===== src/rtl/io_freeze_pkg.sv =====
package io_freeze_pkg;
  typedef enum logic {OP_FREEZE = 1'b0, OP_THAW = 1'b1} op_e;

  typedef struct packed {
    logic slew_n;
    logic pull_n;
    logic tri_n;
    logic hold_n;
    logic cfg_done;
  } pad_ctrl_t;

  localparam pad_ctrl_t PAD_FROZEN = '0;
  localparam int STEP_W = 2;
endpackage


===== src/rtl/gap_timer.sv =====
module gap_timer #(
  parameter int GAP_CYCLES = 2
) (
  input  logic clk_i,
  input  logic rst_ni,
  input  logic load_i,
  output logic zero_o
);
  localparam int CNT_W = (GAP_CYCLES > 1) ? $clog2(GAP_CYCLES) : 1;
  localparam logic [CNT_W-1:0] RELOAD = CNT_W'(GAP_CYCLES - 1);

  logic [CNT_W-1:0] cnt_q;

  always_ff @(posedge clk_i or negedge rst_ni) begin
    if (!rst_ni)               cnt_q <= '0;
    else if (load_i)           cnt_q <= RELOAD;
    else if (cnt_q != '0)      cnt_q <= cnt_q - 1'b1;
  end

  assign zero_o = (cnt_q == '0);
endmodule


===== src/rtl/chan_pad_seq.sv =====
module chan_pad_seq
  import io_freeze_pkg::*;
(
  input  logic              clk_i,
  input  logic              rst_ni,
  input  logic              fire_i,
  input  op_e               op_i,
  input  logic [STEP_W-1:0] step_i,
  output pad_ctrl_t         ctrl_o,
  output logic              frozen_o
);
  always_ff @(posedge clk_i or negedge rst_ni) begin
    if (!rst_ni) begin
      ctrl_o   <= PAD_FROZEN;
      frozen_o <= 1'b1;
    end else if (fire_i) begin
      if (op_i == OP_FREEZE) begin
        case (step_i)
          2'd0: begin
            ctrl_o.slew_n <= 1'b0;
            ctrl_o.pull_n <= 1'b0;
            ctrl_o.tri_n  <= 1'b0;
          end
          2'd1: begin
            ctrl_o.hold_n   <= 1'b0;
            ctrl_o.cfg_done <= 1'b0;
            frozen_o        <= 1'b1;
          end
          default: ;
        endcase
      end else begin
        case (step_i)
          2'd0: begin
            ctrl_o.hold_n   <= 1'b1;
            ctrl_o.cfg_done <= 1'b1;
          end
          2'd1: begin
            ctrl_o.pull_n <= 1'b1;
            ctrl_o.tri_n  <= 1'b1;
          end
          2'd2: begin
            ctrl_o.slew_n <= 1'b1;
            frozen_o      <= 1'b0;
          end
          default: ;
        endcase
      end
    end
  end
endmodule


===== src/rtl/io_freeze_seq.sv =====
module io_freeze_seq
  import io_freeze_pkg::*;
#(
  parameter int NUM_CH        = 3,
  parameter int CLK_PERIOD_PS = 10000,
  parameter int MIN_GAP_PS    = 20000
) (
  input  logic              clk_i,
  input  logic              rst_ni,
  input  logic              sw_sel_i,
  input  logic              freeze_req_i,
  input  logic              thaw_req_i,
  input  logic [NUM_CH-1:0] hw_slew_n_i,
  input  logic [NUM_CH-1:0] hw_pull_n_i,
  input  logic [NUM_CH-1:0] hw_tri_n_i,
  input  logic [NUM_CH-1:0] hw_hold_n_i,
  input  logic [NUM_CH-1:0] hw_cfg_done_i,
  output logic [NUM_CH-1:0] slew_n_o,
  output logic [NUM_CH-1:0] pull_n_o,
  output logic [NUM_CH-1:0] tri_n_o,
  output logic [NUM_CH-1:0] hold_n_o,
  output logic [NUM_CH-1:0] cfg_done_o,
  output logic [NUM_CH-1:0] frozen_o,
  output logic              busy_o
);
  localparam int GAP_RAW    = (MIN_GAP_PS + CLK_PERIOD_PS - 1) / CLK_PERIOD_PS;
  localparam int GAP_CYCLES = (GAP_RAW < 1) ? 1 : GAP_RAW;
  localparam int CH_W       = (NUM_CH > 1) ? $clog2(NUM_CH) : 1;

  logic              busy_q;
  op_e               op_q;
  logic [CH_W-1:0]   ch_q;
  logic [STEP_W-1:0] step_q;
  logic              gap_zero, fire, last_step, last_ch, accept;

  logic [NUM_CH-1:0] sw_slew_n, sw_pull_n, sw_tri_n, sw_hold_n, sw_cfg;

  assign accept    = !busy_q && sw_sel_i && (freeze_req_i || thaw_req_i);
  assign fire      = busy_q && gap_zero;
  assign last_step = (op_q == OP_THAW) ? (step_q == 2'd2) : (step_q == 2'd1);
  assign last_ch   = (ch_q == CH_W'(NUM_CH - 1));

  always_ff @(posedge clk_i or negedge rst_ni) begin
    if (!rst_ni) begin
      busy_q <= 1'b0;
      op_q   <= OP_FREEZE;
      ch_q   <= '0;
      step_q <= '0;
    end else if (accept) begin
      busy_q <= 1'b1;
      op_q   <= freeze_req_i ? OP_FREEZE : OP_THAW;
      ch_q   <= '0;
      step_q <= '0;
    end else if (fire) begin
      if (last_step) begin
        step_q <= '0;
        if (last_ch) busy_q <= 1'b0;
        else         ch_q   <= ch_q + 1'b1;
      end else begin
        step_q <= step_q + 1'b1;
      end
    end
  end

  gap_timer #(.GAP_CYCLES(GAP_CYCLES)) i_gap_timer (
    .clk_i  (clk_i),
    .rst_ni (rst_ni),
    .load_i (fire && !(last_step && last_ch)),
    .zero_o (gap_zero)
  );

  for (genvar g = 0; g < NUM_CH; g++) begin : g_ch
    pad_ctrl_t ctrl;

    chan_pad_seq i_chan (
      .clk_i    (clk_i),
      .rst_ni   (rst_ni),
      .fire_i   (fire && (ch_q == CH_W'(g))),
      .op_i     (op_q),
      .step_i   (step_q),
      .ctrl_o   (ctrl),
      .frozen_o (frozen_o[g])
    );

    assign sw_slew_n[g] = ctrl.slew_n;
    assign sw_pull_n[g] = ctrl.pull_n;
    assign sw_tri_n[g]  = ctrl.tri_n;
    assign sw_hold_n[g] = ctrl.hold_n;
    assign sw_cfg[g]    = ctrl.cfg_done;
  end

  // pad ownership
  assign slew_n_o   = sw_sel_i ? sw_slew_n : hw_slew_n_i;
  assign pull_n_o   = sw_sel_i ? sw_pull_n : hw_pull_n_i;
  assign tri_n_o    = sw_sel_i ? sw_tri_n  : hw_tri_n_i;
  assign hold_n_o   = sw_sel_i ? sw_hold_n : hw_hold_n_i;
  assign cfg_done_o = sw_sel_i ? sw_cfg    : hw_cfg_done_i;
  assign busy_o     = busy_q;
endmodule


===== config.mk =====
export PLATFORM = sky130hd
export DESIGN_NAME = io_freeze_seq
export DESIGN_NICKNAME = d
export VERILOG_FILES = /design/src/rtl/io_freeze_pkg.sv /design/src/rtl/gap_timer.sv /design/src/rtl/chan_pad_seq.sv /design/src/rtl/io_freeze_seq.sv
export SDC_FILE = /design/constraint.sdc
export NUM_CORES = 1
export LEC_CHECK = 0
export ABC_AREA = 1
export ABC_CLOCK_PERIOD_IN_PS = 3200
export CAP_MARGIN = 20
export CORE_ASPECT_RATIO = 1.25
export CORE_UTILIZATION = 39
export CTS_BUF_LIST = sky130_fd_sc_hd__clkbuf_8
export CTS_CLUSTER_DIAMETER = 200
export CTS_CLUSTER_SIZE = 40
export DETAILED_ROUTE_END_ITERATION = 10
export DONT_BUFFER_PORTS = 1
export SLEW_MARGIN = 20
export SYNTH_ARGS = -nofsm -noshare
export SYNTH_HDL_FRONTEND = slang
export SYNTH_SLANG_ARGS = --single-unit

===== constraint.sdc =====
create_clock -name clk_i -period 3.2 [get_ports clk_i]
set_input_delay 0.64 -clock clk_i [delete_from_list [all_inputs] [get_ports clk_i]]
set_output_delay 0.64 -clock clk_i [all_outputs]
set_load 0.03 [all_outputs]

==> impl_metrics.tcl, run 1 <==
set metrics [dict create \
    grt_max_degree 23 \
    cts_resized 0 \
    hold_buffers 0 \
    drive_above_1_share_pct 17.0 \
    die-area_um2 3140 \
    critical_path_class "in -> out" \
    cts_tree "yes" \
    critPathMaxStageDelay_ns 0.70 \
    dp_hpwl_mm 1.73 \
    cts_buffers 3 \
    final_nets 181 \
    synth_nets 176 \
    overflow 0 \
    clkTransAtPathRegs_ns 0.07 \
    vdd_ir_drop_max_uv 505 \
    synth_cells 149 \
    yosysSeqAreaShare_pct 42.1 \
    grt.total_usage_pct 15.1 \
    syn_area_um2 1140 \
    port_buffers 0 \
    clk_latency_ns 0.26 \
    fin_util_pct 45.1 \
    cts_setup_buffers 0 \
    die_x_um 50.3 \
    power_density_nw_per_um2 943 \
    drt-initial-drc-count 11 \
    die_h_um 62.4 \
    ys_seq_elements 19 \
    worstMarginPinSlew_ns 0.909 \
    cp_max_fo 1 \
    mostFrequentLayoutCells "44 x nand2_1, 24 x inv_1, 16 x dfrtp_1" \
    rsz0062_at_grt "false" \
    cp.buffers_inverters 1 \
    area_delta_synth_final_pct 8.25 \
    drc 0 \
    yosysUniqueCellTypes 17 \
    hold_class "in -> async" \
    cts_buffer_depth 2 \
    required_ns 2.56 \
    timing.slew.headroom_pct 38.7 \
    cp_slowest_cell "o21ai_0" \
    p_leak_nw 0.686 \
    initial_core_util_pct 41.6 \
    final_common_cell "nand2_1" \
    setup_slack_ns 1.20 \
    post-route-min-period_ns 2.00 \
    cts_sinks 19 \
    place_ws_ns 1.20 \
    core_um2 2730 \
    maxCapViolations 0 \
    cpLargestDelayFamily "compound AO/OA/AOI/OAI gates" \
    crit_chain "inv_1, o21ai_0" \
    avgSynthCellArea_um2 7.63 \
    finClkSkew_ns 0.00521 \
    setup-tns-final_ns 0 \
    cts-root-buf "clkbuf_8" \
    status "finished clean" \
    crit_arrival_ns 1.36 \
    dr.pass1.iters 4 \
    h-tree-depth 1 \
    grt_pass1_vias 859 \
    viasPerCell 4.91 \
    num_rows 21 \
    end_kind "primary output" \
    routabilityCongestion 0.790 \
    antenna_found_initial 0 \
    wl_per_cell_um 11.5 \
    finalHoldViolCount 0 \
    setup_viol 0 \
    antenna_cells 0 \
    p_total_mw 1.16 \
    pin_count 39 \
    vias 918 \
    max_freq_mhz 501 \
    totalWireLength_mm 2.16 \
    maxSlewViolCount 0 \
    yosysWarningCount 0 \
    cp-start-kind "input pin" \
    grt_pass1_wl_mm 3.59 \
    fin_crit_sh_pct 62.4 \
    antenna_left 0 \
    hold_ws_ns 0.0663 \
]
through the flow:
step / instance area, um^2 / instances
4_1_cts: 1230 / 187
6_report: 1230 / 187
5_1_grt: 1230 / 187
3_3_place_gp: 1180 / 183
3_5_place_dp: 1180 / 183
2_1_floorplan: 1140 / 149
Yosys cell counts (all sizes together):
| cell | number | area [um^2] |
|---|---|---|
| nand4 | 2 | 12.5 |
| nor2 | 5 | 36.3 |
| ha | 7 | 87.6 |
| dfstp | 3 | 78.8 |
| a21oi | 1 | 5.00 |
| mux2 | 3 | 33.8 |
| o21ai | 25 | 125 |
| dfrtp | 16 | 400 |
| nand3 | 8 | 40.0 |
| inv | 27 | 101 |
| nand2 | 47 | 184 |
| buf | 5 | 32.5 |
layout make-up:
type,instances,area [um^2]
inverters,27,101
well taps,34,42.5
clock inverters,1,5.00
flip-flops and latches,19,479
clock buffers,3,41.3
fillers,296,1500
multi-input cells,98,524
repair buffers,5,37.5
logic make-up after synthesis:
group	Yosys count	synth area share [%]
multiplexers	3	2.97
adder cells (fa/ha/maj)	7	7.70
AO/OA/AOI/OAI	26	11.4
AND/OR/NAND/NOR	62	24.0
buffers and inverters	32	11.8
flip-flops	19	42.1
metal layers:
metal	vias up	share of wire [%]	track usage (%)
met5	-	0	0
met2	37	51	26.8
met3	5	5.0	2.19
met4	0	2.1	7.29
met1	408	42	17.1
li1	468	-	-
path summary, 6_finish.rpt:
kind	startpoint	to	slack [ns]	cells past startpoint
hold / removal	rst_ni	ch_q[1]	0.07	0
min in group clk_i	freeze_req_i	op_q	0.48	1
setup / recovery	hw_hold_n_i[1]	hold_n_o[1]	1.20	2
hold reg to reg	g_ch[0].i_chan.ctrl_o[1]	g_ch[0].i_chan.ctrl_o[1]	0.48	2
max in group asynchronous	rst_ni	g_ch[0].i_chan.frozen_o	2.97	0
setup reg to reg	ch_q[0]	g_ch[2].i_chan.frozen_o	1.88	7
flip-flops by register name, indices dropped and copies added, names as in the netlist:
signal                count
ch_q                      2
busy_o                    1
step_q                    2
op_q                      1
g_ch.i_chan.frozen_o      3
g_ch.i_chan.ctrl_o        9
i_gap_timer.cnt_q         1
where the power goes:
part	total (mW)	switching, mW	internal [mW]
clock	0.168	0.0813	0.0866
sequential	0.453	0.105	0.348
combinational	0.541	0.376	0.165
total	1.16	0.562	0.599
Note: power is estimated with default switching activity, not from simulation.
==> run 2, diff against run 1 <==
--- a/config.mk
+++ b/config.mk
@@ -6,7 +6,7 @@
 export NUM_CORES = 1
 export LEC_CHECK = 0
 export ABC_AREA = 1
-export ABC_CLOCK_PERIOD_IN_PS = 3200
+export ABC_CLOCK_PERIOD_IN_PS = 2000
 export CAP_MARGIN = 20
 export CORE_ASPECT_RATIO = 1.25
 export CORE_UTILIZATION = 39
==> constraint.sdc (replaced) <==
create_clock -name clk_i -period 2 [get_ports clk_i]
set_input_delay 0.4 -clock clk_i [delete_from_list [all_inputs] [get_ports clk_i]]
set_output_delay 0.4 -clock clk_i [all_outputs]
set_load 0.03 [all_outputs]
==> impl_metrics.tcl, run 2 (same netlist as run 1, synthesis figures left out) <==
set metrics [dict create \
    status "finished clean" \
    grt.total_usage_pct 15.2 \
    pin_count 39 \
    die_h_um 62.4 \
    maxSlewViolCount 0 \
    routabilityCongestion 0.785 \
    port_buffers 0 \
    dr.pass1.iters 4 \
    largest_registers "g_ch.i_chan.ctrl_o: 9 flops, g_ch.i_chan.frozen_o: 3 flops" \
    h-tree-depth 1 \
    drt-initial-drc-count 9 \
    hold_class "in -> reg" \
    cp_slowest_cell "dfrtp_1" \
    num_rows 21 \
    cts_buffer_depth 2 \
    rsz0062_at_grt "false" \
    top_register "g_ch.i_chan.ctrl_o" \
    share_comb_of_total_power_pct 48.2 \
    switching_share_pct 47.4 \
    totalWireLength_mm 2.17 \
    cts_tree "yes" \
    critPathMaxStageDelay_ns 0.38 \
    cp-start-kind "register" \
    mostFrequentLayoutCells "44 x nand2_1, 25 x inv_1, 16 x dfrtp_1" \
    maxCapViolations 0 \
    finClkSkew_ns 0.00130 \
    end_kind "primary output" \
    largest_register_ffs 9 \
    placed_cell_area_um2 1240 \
    clkTransAtPathRegs_ns 0.07 \
    die-area_um2 3140 \
    cts_buffers 3 \
    cp.buffers_inverters 0 \
    die_x_um 50.3 \
    post-route-min-period_ns 1.38 \
    final_nets 189 \
    vias 929 \
    crit_chain "mux2_2" \
    grt_pass1_vias 878 \
    antenna_cells 0 \
    fin_area_um2 1290 \
    antenna_found_initial 0 \
    drc 0 \
    critical_path_class "reg -> out" \
    switchingPower_mw 0.897 \
    finalHoldViolCount 0 \
    wl_per_cell_um 11.1 \
    setup_viol 0 \
    clk_latency_ns 0.25 \
    grt_pass1_wl_mm 3.61 \
    power_density_nw_per_um2 1460 \
    crit_arrival_ns 0.98 \
    seqPwrFrac_pct 38.3 \
    internal_power_mw 0.997 \
    area_delta_synth_final_pct 13.6 \
    core_um2 2730 \
    viasPerCell 4.76 \
    grt_max_degree 23 \
    vdd_ir_drop_max_uv 726 \
    cts_sinks 19 \
    final_common_cell "nand2_1" \
    initial_core_util_pct 41.6 \
    worstMarginPinSlew_ns 0.823 \
    cts_setup_buffers 0 \
    max_freq_mhz 722 \
    fin_crit_sh_pct 69.2 \
    overflow 0 \
    pwr-share-clk_pct 13.6 \
    antenna_left 0 \
    required_ns 1.60 \
    cts-root-buf "clkbuf_8" \
    cp_max_fo 2 \
    cpLargestDelayFamily "flip-flops" \
    timing.slew.headroom_pct 45.0 \
    setup-tns-final_ns 0 \
    drive_above_1_share_pct 19.9 \
    p_leak_nw 0.726 \
    dp_hpwl_mm 1.76 \
]
[run 2: cell count changes in the layout (fill, tap and decap cells not counted)]
cell / change
inv_1: +1
dlygate4sd3_1: +1
clkinv_2: -1
buf_4: +7
[run 2: worst paths after layout]
check / cells after the start / endpoint / start / slack [ns]
worst max-delay path: 1 / slew_n_o[1] / g_ch[1].i_chan.ctrl_o[4] / 0.62
worst max register to register: 5 / g_ch[1].i_chan.ctrl_o[2] / busy_o / 0.71
min in group asynchronous: 1 / ch_q[1] / rst_ni / 0.69
worst min register to register: 2 / g_ch[0].i_chan.ctrl_o[4] / g_ch[0].i_chan.ctrl_o[4] / 0.48
max in group asynchronous: 1 / g_ch[2].i_chan.ctrl_o[0] / rst_ni / 0.81
worst min-delay path: 1 / op_q / freeze_req_i / 0.24
[run 2: repair_timing]
action / CTS / global route
hold buffers: 1 / 0
hold endpoints to repair: 19 / 0
resized for setup: 0 / 0
[run 2: metrics by stage]
stage                     power, mW  hold WS, ns  setup slack (ns)  cells  util (%)
after detailed placement       1.65        0.105             0.714    190      45.3
after CTS                      1.92        0.235             0.603    195      47.3
after global routing           2.05        0.239             0.559    195      47.3
final                          1.89        0.238             0.615    195      47.3
after floorplan                1.44        0.104             0.350    149         -
after global placement         1.62        0.105             0.727    190      45.3
[run 2: power groups by stage]
stage	combinational, mW	clock (mW)	sequential (mW)
floorplan	0.768	0	0.668
global placement	0.887	0	0.730
detailed placement	0.912	0	0.738
CTS	0.924	0.268	0.730
global route	1.03	0.277	0.747
finish	0.912	0.257	0.724
[run 2: final cells by class]
class	instances	area, um^2
clock inverter	1	3.75
inverter	27	101
fill	280	1440
multi-input combinational	98	524
sequential	19	479
clock buffer	3	41.3
timing repair buffer	13	100
tap	34	42.5
[run 2: routing by layer]
layer  up-vias  GRT usage [%]  share of wire [%]
met5         -              0                  0
met4         0           8.33                2.2
met3         5           2.43                4.7
met2        34           28.2                 52
met1       401           15.5                 41
li1        489              -                  -
[run 2: worst register-to-register path, delay by kind of cell (launching register included)]
family	cells	cell delay, ns
AOI/OAI and AO/OA	1	0.15
and+or+nand+nor	3	0.35
buffers and inverters	1	0.10
DFF	1	0.58
